`config.mk`:
```
export PLATFORM = sky130hd
export DESIGN_NAME = ram_rw_seq
export DESIGN_NICKNAME = d
export VERILOG_FILES = /design/src/rtl/ram_rw_seq_pkg.sv /design/src/rtl/rws_quarter_timer.sv /design/src/rtl/rws_addr_capture.sv /design/src/rtl/rws_bus_keeper.sv /design/src/rtl/ram_rw_seq.sv
export SDC_FILE = /design/constraint.sdc
export NUM_CORES = 1
export LEC_CHECK = 0
export ABC_AREA = 1
export BUFFER_PORTS_ARGS = -buffer_cell sky130_fd_sc_hd__clkbuf_2
export CAP_MARGIN = 20
export CORE_AREA = 2 2 48 61
export DETAILED_ROUTE_END_ITERATION = 10
export DIE_AREA = 0 0 50 63
export GPL_ROUTABILITY_DRIVEN = 0
export GPL_TIMING_DRIVEN = 0
export PLACE_DENSITY_LB_ADDON = 0.1
export SLEW_MARGIN = 20
export SYNTH_ARGS = -nofsm -noshare
export SYNTH_HDL_FRONTEND = slang
export SYNTH_SLANG_ARGS = --single-unit
```
`constraint.sdc`:
```
create_clock -name clk -period 1.9 [get_ports clk]
set_clock_uncertainty 0.2 [all_clocks]
set_input_delay 0.19 -clock clk [delete_from_list [all_inputs] [get_ports clk]]
set_output_delay 0.19 -clock clk [all_outputs]
set_load 0.02 [all_outputs]
```
`src/rtl/ram_rw_seq_pkg.sv`:
```
package ram_rw_seq_pkg;

  typedef enum logic [1:0] {
    Q_READ  = 2'd0,
    Q_WR1   = 2'd1,
    Q_WR2   = 2'd2,
    Q_REST  = 2'd3
  } quarter_t;

  // Address inside the inclusive window [lo, hi]
  function automatic logic in_window(logic [31:0] a, logic [31:0] lo, logic [31:0] hi);
    return (a >= lo) && (a <= hi);
  endfunction

  // Offset of a CPU address into the RAM
  function automatic logic [31:0] win_offset(logic [31:0] a, logic [31:0] lo);
    return a - lo;
  endfunction

  // Quarter following the current one: restart on a CPU edge, else advance and rest at the end
  function automatic quarter_t next_quarter(quarter_t q, logic edge_seen);
    if (edge_seen)      return Q_READ;
    else if (q == Q_REST) return Q_REST;
    else                return quarter_t'(q + 2'd1);
  endfunction

  function automatic logic is_write_quarter(quarter_t q);
    return (q == Q_WR1) || (q == Q_WR2);
  endfunction

endpackage

```
`src/rtl/rws_quarter_timer.sv`:
```
module rws_quarter_timer
  import ram_rw_seq_pkg::*;
(
  input  logic     clk,
  input  logic     rst_n,
  input  logic     cpu_clk_i,
  output quarter_t quarter_o,
  output logic     start_o,
  output logic     active_o
);

  logic     cpu_clk_q;
  quarter_t quarter_q;
  logic     active_q;

  assign start_o = cpu_clk_i & ~cpu_clk_q;

  always_ff @(posedge clk) begin
    if (!rst_n) begin
      cpu_clk_q <= 1'b0;
      quarter_q <= Q_REST;
      active_q  <= 1'b0;
    end else begin
      cpu_clk_q <= cpu_clk_i;
      quarter_q <= next_quarter(quarter_q, start_o);
      if (start_o) active_q <= 1'b1;
    end
  end

  assign quarter_o = quarter_q;
  assign active_o  = active_q;

endmodule

```
`src/rtl/rws_addr_capture.sv`:
```
module rws_addr_capture
  import ram_rw_seq_pkg::*;
#(
  parameter int unsigned           ADDR_W = 13,
  parameter int unsigned           RAM_AW = 8,
  parameter logic [ADDR_W-1:0]     WIN_LO = 13'h0100,
  parameter logic [ADDR_W-1:0]     WIN_HI = 13'h01FF
) (
  input  logic              clk,
  input  logic              rst_n,
  input  logic              start_i,
  input  logic [ADDR_W-1:0] cpu_addr_i,
  output logic [RAM_AW-1:0] ram_addr_o,
  output logic              hit_o
);

  logic [RAM_AW-1:0] off_q;
  logic              hit_q;
  logic [31:0]       off_full;
  logic              hit_now;

  assign off_full = win_offset(32'(cpu_addr_i), 32'(WIN_LO));
  assign hit_now  = in_window(32'(cpu_addr_i), 32'(WIN_LO), 32'(WIN_HI));

  always_ff @(posedge clk) begin
    if (!rst_n) begin
      off_q <= '0;
      hit_q <= 1'b0;
    end else if (start_i) begin
      off_q <= RAM_AW'(off_full);
      hit_q <= hit_now;
    end
  end

  assign ram_addr_o = off_q;
  assign hit_o      = hit_q;

endmodule

```
`src/rtl/rws_bus_keeper.sv`:
```
module rws_bus_keeper #(
  parameter int unsigned DATA_W = 8
) (
  input  logic              clk,
  input  logic              rst_n,
  input  logic              read_q_i,
  input  logic              hold_q_i,
  input  logic [DATA_W-1:0] ram_rdata_i,
  input  logic              cpu_drive_i,
  input  logic [DATA_W-1:0] cpu_data_i,
  output logic [DATA_W-1:0] bus_data_o,
  output logic              bus_oe_o,
  output logic              bus_keep_o
);

  logic [DATA_W-1:0] hold_q;
  logic [DATA_W-1:0] local_val;

  always_ff @(posedge clk) begin
    if (!rst_n)        hold_q <= '0;
    else if (read_q_i) hold_q <= ram_rdata_i;
  end

  // Strong drive in the read quarter, weak hold afterwards; CPU drive wins over both
  assign local_val  = read_q_i ? ram_rdata_i : hold_q;
  assign bus_data_o = cpu_drive_i ? cpu_data_i : local_val;
  assign bus_oe_o   = read_q_i;
  assign bus_keep_o = hold_q_i;

endmodule

```
`src/rtl/ram_rw_seq.sv`:
```
module ram_rw_seq
  import ram_rw_seq_pkg::*;
#(
  parameter int unsigned       ADDR_W = 13,
  parameter int unsigned       DATA_W = 8,
  parameter int unsigned       RAM_AW = 8,
  parameter logic [ADDR_W-1:0] WIN_LO = 13'h0100,
  parameter logic [ADDR_W-1:0] WIN_HI = 13'h01FF
) (
  input  logic              clk,
  input  logic              rst_n,
  input  logic              cpu_clk_i,
  input  logic [ADDR_W-1:0] cpu_addr_i,
  input  logic [DATA_W-1:0] cpu_data_i,
  input  logic              cpu_drive_i,
  output logic [DATA_W-1:0] bus_data_o,
  output logic              bus_oe_o,
  output logic              bus_keep_o,
  output logic [RAM_AW-1:0] ram_addr_o,
  input  logic [DATA_W-1:0] ram_rdata_i,
  output logic [DATA_W-1:0] ram_wdata_o,
  output logic              ram_oe_o,
  output logic              ram_we_o
);

  quarter_t quarter;
  logic     active;
  logic     hit;

  // Named internal events for the checker
  logic ev_start;
  logic ev_capture;
  logic ev_commit;
  logic acc_hit;

  rws_quarter_timer u_timer (
    .clk       (clk),
    .rst_n     (rst_n),
    .cpu_clk_i (cpu_clk_i),
    .quarter_o (quarter),
    .start_o   (ev_start),
    .active_o  (active)
  );

  rws_addr_capture #(
    .ADDR_W (ADDR_W),
    .RAM_AW (RAM_AW),
    .WIN_LO (WIN_LO),
    .WIN_HI (WIN_HI)
  ) u_addr (
    .clk        (clk),
    .rst_n      (rst_n),
    .start_i    (ev_start),
    .cpu_addr_i (cpu_addr_i),
    .ram_addr_o (ram_addr_o),
    .hit_o      (hit)
  );

  assign acc_hit    = active & hit;
  assign ev_capture = acc_hit & (quarter == Q_READ);
  assign ram_we_o   = acc_hit & is_write_quarter(quarter);
  assign ev_commit  = acc_hit & (quarter == Q_WR2);
  assign ram_oe_o   = ev_capture;

  rws_bus_keeper #(
    .DATA_W (DATA_W)
  ) u_keep (
    .clk         (clk),
    .rst_n       (rst_n),
    .read_q_i    (ev_capture),
    .hold_q_i    (acc_hit & (quarter != Q_READ)),
    .ram_rdata_i (ram_rdata_i),
    .cpu_drive_i (cpu_drive_i),
    .cpu_data_i  (cpu_data_i),
    .bus_data_o  (bus_data_o),
    .bus_oe_o    (bus_oe_o),
    .bus_keep_o  (bus_keep_o)
  );

  // The RAM stores whatever the resolved bus carries
  assign ram_wdata_o = bus_data_o;

endmodule

```
==> results.json, run 1 <==
{
  "critPathMaxStageDelay_ns": 0.34,
  "grt_pass1_wl_um": 4830,
  "synth_top_area_cell": "dfxtp_1",
  "violations": "setup timing",
  "synthAdderAreaFrac_pct": 2.33,
  "fillers": 216,
  "synth_cells": 160,
  "fp.dieH_um": 63,
  "synth-xor-area-share_pct": 0,
  "total_leakage_power_uw": 0.000977,
  "synth_edf_count": 0,
  "worst_ep_arrival_time_ns": 1.54,
  "multiInputGateArea_um2": 522,
  "cp_slowest_cell": "dfxtp_2",
  "grt.total_usage_pct": 19.0,
  "tightest_slew_ns": 0.255,
  "viasPerCell": 4.62,
  "hold_viol_final": 0,
  "ys_seq_elements": 21,
  "ys_top_cells_by_count": "nand2_1, nor2_1, inv_1, dfxtp_1, buf_4",
  "synth_area_leaders": "dfxtp_1, nand2_1, nor2_1",
  "cts_max_path_buffers": 2,
  "cpMostUsedCell": "buf_6",
  "area_growth_pct": 71.1,
  "setup_violations": 4,
  "hold_path.class": "in -> reg",
  "post-synth-top-area-fraction_pct": 39.2,
  "rsz0062_at_grt": "true",
  "cts_tree": "done",
  "cp-end-kind": "output pin",
  "core_mm2": 0.00260,
  "pre_cts_slack_ns": 0.205,
  "die_width_um": 50,
  "antenna_found_initial": 0,
  "post-route-util_pct": 70.6,
  "hpwl_um": 1990,
  "synth_nets": 195,
  "synth_top_family_by_area": "simple AND/OR/NAND/NOR gates",
  "port_buffers": 59,
  "ys.flop_type": "dfxtp_1",
  "numCtsBuffers": 3,
  "outcome": "finished, violations left",
  "rows": 21,
  "die_area_mm2": 0.00315,
  "start_util_pct": 41.3,
  "wl_per_cell_um": 10.5,
  "crit_path_max_fanout": 4,
  "fmax_mhz": 517,
  "via_count": 1298,
  "synth_mux_area_share_pct": 0,
  "required_ns": 1.51,
  "final-max-slew-violation-count": 0,
  "antennaDiodeCount": 0,
  "grt_pass1_vias": 1165,
  "cap_violations": 0,
  "async_flop_share_pct": 0,
  "post-route-min-period_ns": 1.93,
  "synth_compound_area_share_pct": 5.13,
  "yosys.area_share.simple_pct": 33.9,
  "insertion_delay_ns": 0.30,
  "nets": 283,
  "tns_ns": -0.109,
  "ctsRootBufferMaster": "clkbuf_4",
  "yosysWarnings": 0,
  "critical_path_class": "reg -> out",
  "synth_area_mm2": 0.00107,
  "grt-ovfl-total": 0,
  "io_pins": 61,
  "drt_iter0_drc": 31,
  "seq_area_frac_synth_pct": 39.2,
  "cts.sinks": 21,
  "drc": 0,
  "period_share_pct": 102,
  "cts.htree.levels": 1,
  "drt_wl_total_um": 2950,
  "syn_avg_cell_area_um2": 6.71,
  "cellPowerDensity_mw_per_mm2": 514,
  "clk_pin_slew_worst_paths_ns": 0.12,
  "first_pass_iters": 6,
  "setup_ws_ns": -0.0346,
  "power.ir.vdd_worst_v": 0.000620,
  "grt_max_degree": 13,
  "drive_gt1_share_pct": 47.0,
  "seq_area_um2": 425,
  "worstPathCellList": "inv_2, ha_4, buf_6, nand4_1, nand3_1, nand2_1, buf_4, buf_6",
  "yosysMostFrequentCell": "nand2_1",
  "cp-start-kind": "flip-flop",
  "ant_nets": 0,
  "synth_cell_type_count": 16,
  "relSlewSlack_pct": 82.9
}
cell families (layout without fill, tap and decap cells):
family / Yosys count / count (layout)
adders and majority gates: 2 / 2
AOI/OAI and AO/OA: 11 / 11
DFF: 21 / 21
and+or+nand+nor: 85 / 86
buffers and inverters: 41 / 127
metal layers:
metal	routed length [um]	share of wire [%]	vias to the layer above	GRT usage, %
li1	-	-	661	-
met3	202	6.9	4	3.11
met2	1560	53	50	36.2
met4	23	0.78	0	5.21
met5	0	0	-	0
met1	1160	39	583	20.7
placed cells by master (no fill, tap or decap), types with 8 or more instances in the layout:
cell type | Yosys | layout
buf_6 | 1 | 10
dfxtp_1 | 21 | 17
nand4_1 | 8 | 8
nand2_2 | 0 | 13
buf_4 | 12 | 25
nand2_1 | 36 | 23
nor2_1 | 30 | 29
clkbuf_2 | 0 | 41
nand3_1 | 9 | 9
inv_1 | 24 | 21
o21ai_0 | 10 | 10
dlygate4sd3_1 | 0 | 11
layout make-up:
| type | count | share of cell area (%) |
|---|---|---|
| Multi-Input combinational cell | 99 | 28.4 |
| Buffer | 10 | 4.43 |
| Sequential cell | 21 | 23.2 |
| Clock inverter | 1 | 0.272 |
| Inverter | 26 | 5.31 |
| Clock buffer | 3 | 1.23 |
| Timing Repair Buffer | 87 | 34.9 |
| Tap cell | 34 | 2.32 |
registers in the layout, indices dropped and copies added, names as in the netlist:
| name | flops |
|---|---|
| u_timer.quarter_o | 2 |
| u_timer.cpu_clk_q | 1 |
| u_addr.ram_addr_o | 8 |
| u_addr.hit_o | 1 |
| u_timer.active_o | 1 |
| u_keep.hold_q | 8 |
report_power, final:
group          total [uW]  switching, uW  internal (uW)
sequential            476           14.4            462
combinational         257            131            126
clock                 211            133           78.4
final timing paths:
path                             start                    to  slack [ns]  depth (start not counted)
setup / recovery  u_timer.quarter_o[0]         bus_data_o[7]       -0.03                          8
hold / removal          ram_rdata_i[5]      u_keep.hold_q[5]        0.05                          5
setup reg to reg  u_timer.quarter_o[0]      u_keep.hold_q[4]        0.19                         10
hold reg to reg   u_addr.ram_addr_o[5]  u_addr.ram_addr_o[5]        0.30                          2
what timing repair did:
| item | in CTS | in global routing |
|---|---|---|
| endpoints found under the hold margin | 10 | 0 |
| setup endpoints to repair | 16 | 18 |
| gates resized for setup | 24 | 48 |
| hold buffers | 11 | 0 |
| gates cloned | 2 | 0 |
| pin swaps | 18 | 19 |
| setup buffers | 11 | 7 |
critical path, delay by kind of cell (launching register included):
family,cells,cell delay (ns)
buf+inv,4,0.43
simple gates,3,0.28
fa+ha+maj,1,0.19
flops,1,0.34
per-stage QoR:
stage               hold slack, ns  power, uW  instances  area, um2
detailed placement           0.233        685        253       1410
floorplan                   0.0835        605        160       1070
finish                      0.0523        944        281       1840
global route                0.0652        999        281       1840
global placement             0.226        680        253       1410
CTS                        0.00986        927        276       1700
(Power assumes the default switching activity.)
==> run 2: changes to the inputs <==
SKIP_CTS_REPAIR_TIMING = 1   (was unset)
==> results.json, run 2 (synthesis results as in run 1) <==
{
  "outcome": "finished, violations left",
  "violations": "hold timing, setup timing",
  "cap_violations": 0,
  "wl_per_cell_um": 10.3,
  "cp.buffers_inverters": 4,
  "drive_gt1_share_pct": 44.4,
  "crit_path_max_fanout": 6,
  "cts.sinks": 21,
  "die_width_um": 50,
  "nets": 277,
  "fmax_mhz": 504,
  "first_pass_iters": 4,
  "required_ns": 1.51,
  "setup_ws_ns": -0.0832,
  "start_util_pct": 41.3,
  "placed_area_mm2": 0.00141,
  "total_leakage_power_uw": 0.000960,
  "setup_violations": 12,
  "critical_path_class": "reg -> out",
  "grt_pass1_vias": 1035,
  "hpwl_um": 1990,
  "antenna_found_initial": 0,
  "cp-end-kind": "output pin",
  "viasPerCell": 4.55,
  "grt-ovfl-total": 0,
  "cts_max_path_buffers": 2,
  "die_area_mm2": 0.00315,
  "grt.total_usage_pct": 16.3,
  "grt_max_degree": 13,
  "grt_pass1_wl_um": 4170,
  "tightest_slew_ns": 0.315,
  "cp_slowest_cell": "dfxtp_2",
  "clk_pin_slew_worst_paths_ns": 0.11,
  "rows": 21,
  "cts_tree": "done",
  "area_growth_pct": 65.3,
  "port_buffers": 59,
  "placed_cells": 253,
  "post-route-min-period_ns": 1.98,
  "cellPowerDensity_mw_per_mm2": 528,
  "cpMostUsedCell": "buf_6",
  "final-max-slew-violation-count": 0,
  "crit_family": "buffers and inverters",
  "insertion_delay_ns": 0.30,
  "layout_commonest_cell": "clkbuf_2",
  "hold_viol_final": 1,
  "numCtsBuffers": 3,
  "antennaDiodeCount": 0,
  "period_share_pct": 104,
  "cts.htree.levels": 1,
  "drt_iter0_drc": 29,
  "drt_wl_total_um": 2830,
  "drc": 0,
  "critPathMaxStageDelay_ns": 0.33,
  "layout_common_cells": "clkbuf_2, nor2_1, nand2_1",
  "hold_path.class": "in -> reg",
  "ctsRootBufferMaster": "clkbuf_4",
  "fp.dieH_um": 63,
  "rsz0062_at_grt": "true",
  "post-route-cell-area_mm2": 0.00177,
  "worstPathCellList": "inv_2, ha_4, nand3_4, buf_6, nand2_4, nand3_2, nand2_2, buf_6, buf_6",
  "relSlewSlack_pct": 79.0,
  "post-route-util_pct": 68.2,
  "ant_nets": 0,
  "power.ir.vdd_worst_v": 0.000625,
  "core_mm2": 0.00260,
  "cp-start-kind": "flip-flop",
  "io_pins": 61,
  "finalNonFillerCells": 275,
  "via_count": 1250,
  "fin_hold_ws_ns": -0.0375,
  "worst_ep_arrival_time_ns": 1.59
}
run 2: through the flow:
stage                     hold slack [ns]  setup TNS, ns  power, uW  setup slack [ns]
after floorplan                    0.0835              0        605             0.277
after CTS                         -0.0941          -1.35        892            -0.148
after global placement              0.226              0        680             0.229
after detailed placement            0.233              0        685             0.205
after global routing              0.00398          -1.75        985            -0.171
final                             -0.0375         -0.480        937           -0.0832
run 2: report_power, final:
part | leakage (uW) | internal (uW) | switching, uW
Clock | 0.0000177 | 78.4 | 132
Sequential | 0.000172 | 461 | 11.6
Combinational | 0.000770 | 122 | 131
Total | 0.000960 | 662 | 275
run 2: metal layers:
layer,vias to the layer above,global-route usage (%),share of wire (%)
met3,4,3.11,7.1
met1,551,18.5,39
li1,645,-,-
met2,50,30.1,53
met5,-,0,0
met4,0,4.17,0.81
run 2: worst paths after layout:
path	startpoint	end	slack, ns	cells after the start
worst max-delay path	u_timer.quarter_o[1]	ram_wdata_o[5]	-0.08	9
worst min-delay path	cpu_addr_i[0]	u_addr.ram_addr_o[0]	-0.04	3
worst max register to register	u_addr.hit_o	u_addr.hit_o	0.24	6
worst min register to register	u_addr.ram_addr_o[5]	u_addr.ram_addr_o[5]	0.30	2
run 2: cell type report:
class                           count  area [um2]
Timing Repair Buffer               77         538
Clock buffer                        3        22.5
Tap cell                           34        42.5
Sequential cell                    21         423
Clock inverter                      1        5.00
Buffer                             15         126
Fill cell                         235         827
Multi-Input combinational cell     98         517
Inverter                           26         100
run 2: tightest hold or removal path, stage by stage:
cell	delay, ns
clkbuf_2	0.07
o21ai_0	0.08
nor2_1	0.09
==> run 3: changes to the inputs <==
CORE_AREA = 2 2 47 60   (was 2 2 48 61)
DIE_AREA = 0 0 49 62   (was 0 0 50 63)
clock period = 2.5 ns   (was 1.9 ns; I/O delays follow)
==> results.json, run 3 (synthesis results as in run 1) <==
{
  "outcome": "finished, violations left",
  "grt_pass1_wl_um": 3840,
  "fin_hold_ws_ns": -0.0151,
  "required_ns": 2.05,
  "start_util_pct": 42.1,
  "post-route-min-period_ns": 2.09,
  "total_leakage_power_uw": 0.000873,
  "drt_iter0_drc": 15,
  "clk_pin_slew_worst_paths_ns": 0.11,
  "finalNonFillerCells": 261,
  "layout_commonest_cell": "clkbuf_2",
  "final-max-slew-violation-count": 0,
  "core_mm2": 0.00255,
  "io_pins": 61,
  "drc": 0,
  "hpwl_um": 1840,
  "nets": 263,
  "critical_path_class": "reg -> out",
  "cap_violations": 0,
  "numCtsBuffers": 3,
  "grt-ovfl-total": 0,
  "worst_ep_arrival_time_ns": 1.64,
  "tns_ns": 0,
  "ctsRootBufferMaster": "clkbuf_4",
  "insertion_delay_ns": 0.30,
  "fp.dieH_um": 62,
  "area_growth_pct": 37.6,
  "hold_viol_final": 3,
  "grt.total_usage_pct": 16.5,
  "cts_tree": "done",
  "rows": 21,
  "relSlewSlack_pct": 82.9,
  "cellPowerDensity_mw_per_mm2": 458,
  "antennaDiodeCount": 0,
  "cts.sinks": 21,
  "first_pass_iters": 4,
  "cp-start-kind": "flip-flop",
  "layout_common_cells": "clkbuf_2, nand2_1, nor2_1",
  "drt_wl_total_um": 2370,
  "via_count": 1143,
  "tightest_slew_ns": 0.256,
  "die_area_mm2": 0.00304,
  "setup_violations": 0,
  "grt_max_degree": 12,
  "viasPerCell": 4.38,
  "placed_cells": 253,
  "drive_gt1_share_pct": 35.2,
  "port_buffers": 59,
  "crit_path_max_fanout": 10,
  "violations": "hold timing",
  "die_width_um": 49,
  "power.ir.vdd_worst_v": 0.000326,
  "wl_per_cell_um": 9.09,
  "hold_path.class": "in -> reg",
  "cts_max_path_buffers": 2,
  "antenna_found_initial": 0,
  "fmax_mhz": 478,
  "cts.htree.levels": 1,
  "ant_nets": 0,
  "period_share_pct": 83.7,
  "cp-end-kind": "output pin",
  "grt_pass1_vias": 919,
  "rsz0062_at_grt": "false"
}
==> run 3: cell type report <==
type	count	area, um2
Fill cell	268	1070
Clock buffer	4	26.3
Tap cell	34	42.5
Multi-Input combinational cell	98	444
Timing Repair Buffer	63	335
Inverter	26	97.6
Sequential cell	21	420
Buffer	15	111
==> run 3: critical path: stages (launching register included) <==
cell and delay, ns:
dfxtp_1 0.35, inv_1 0.04, ha_1 0.21, buf_4 0.18, nand4_1 0.11, nand3_1 0.08, nand2_1 0.10, buf_4 0.11
clkbuf_2 0.15
==> run 3: worst paths after layout <==
check | slack (ns) | from | to | depth (start not counted)
max reg2reg | 1.20 | u_timer.quarter_o[1] | u_keep.hold_q[1] | 6
min | -0.02 | rst_n | u_addr.hit_o | 3
max | 0.41 | u_timer.quarter_o[0] | ram_wdata_o[5] | 8
min reg2reg | 0.30 | u_addr.ram_addr_o[3] | u_addr.ram_addr_o[3] | 2
==> run 3: per-layer routing <==
| metal | track usage [%] | vias to the layer above | routed length, um |
|---|---|---|---|
| met3 | 3.11 | 4 | 168 |
| met4 | 8.57 | 0 | 28 |
| met2 | 29.5 | 47 | 1180 |
| li1 | - | 614 | - |
| met1 | 19.3 | 478 | 992 |
| met5 | 0 | - | 0 |
==> run 3: where the power goes <==
part	leakage, uW	switching, uW	internal, uW
clock	0.0000150	100	62.2
sequential	0.000172	6.97	350
combinational	0.000685	90.2	67.4
total	0.000873	197	480
==> run 3: per-stage QoR <==
stage / util [%] / worst slack (ns) / power (uW) / cell area, um2 / hold WS, ns
6_report: 58.0 / 0.408 / 677 / 1480 / -0.0151
3_3_place_gp: 55.4 / 0.764 / 516 / 1410 / 0.267
5_1_grt: 58.0 / 0.271 / 716 / 1480 / 0.00230
4_1_cts: 56.4 / 0.380 / 680 / 1440 / -0.0347
2_1_floorplan: - / 0.817 / 460 / 1070 / 0.143
3_5_place_dp: 55.4 / 0.729 / 519 / 1410 / 0.272
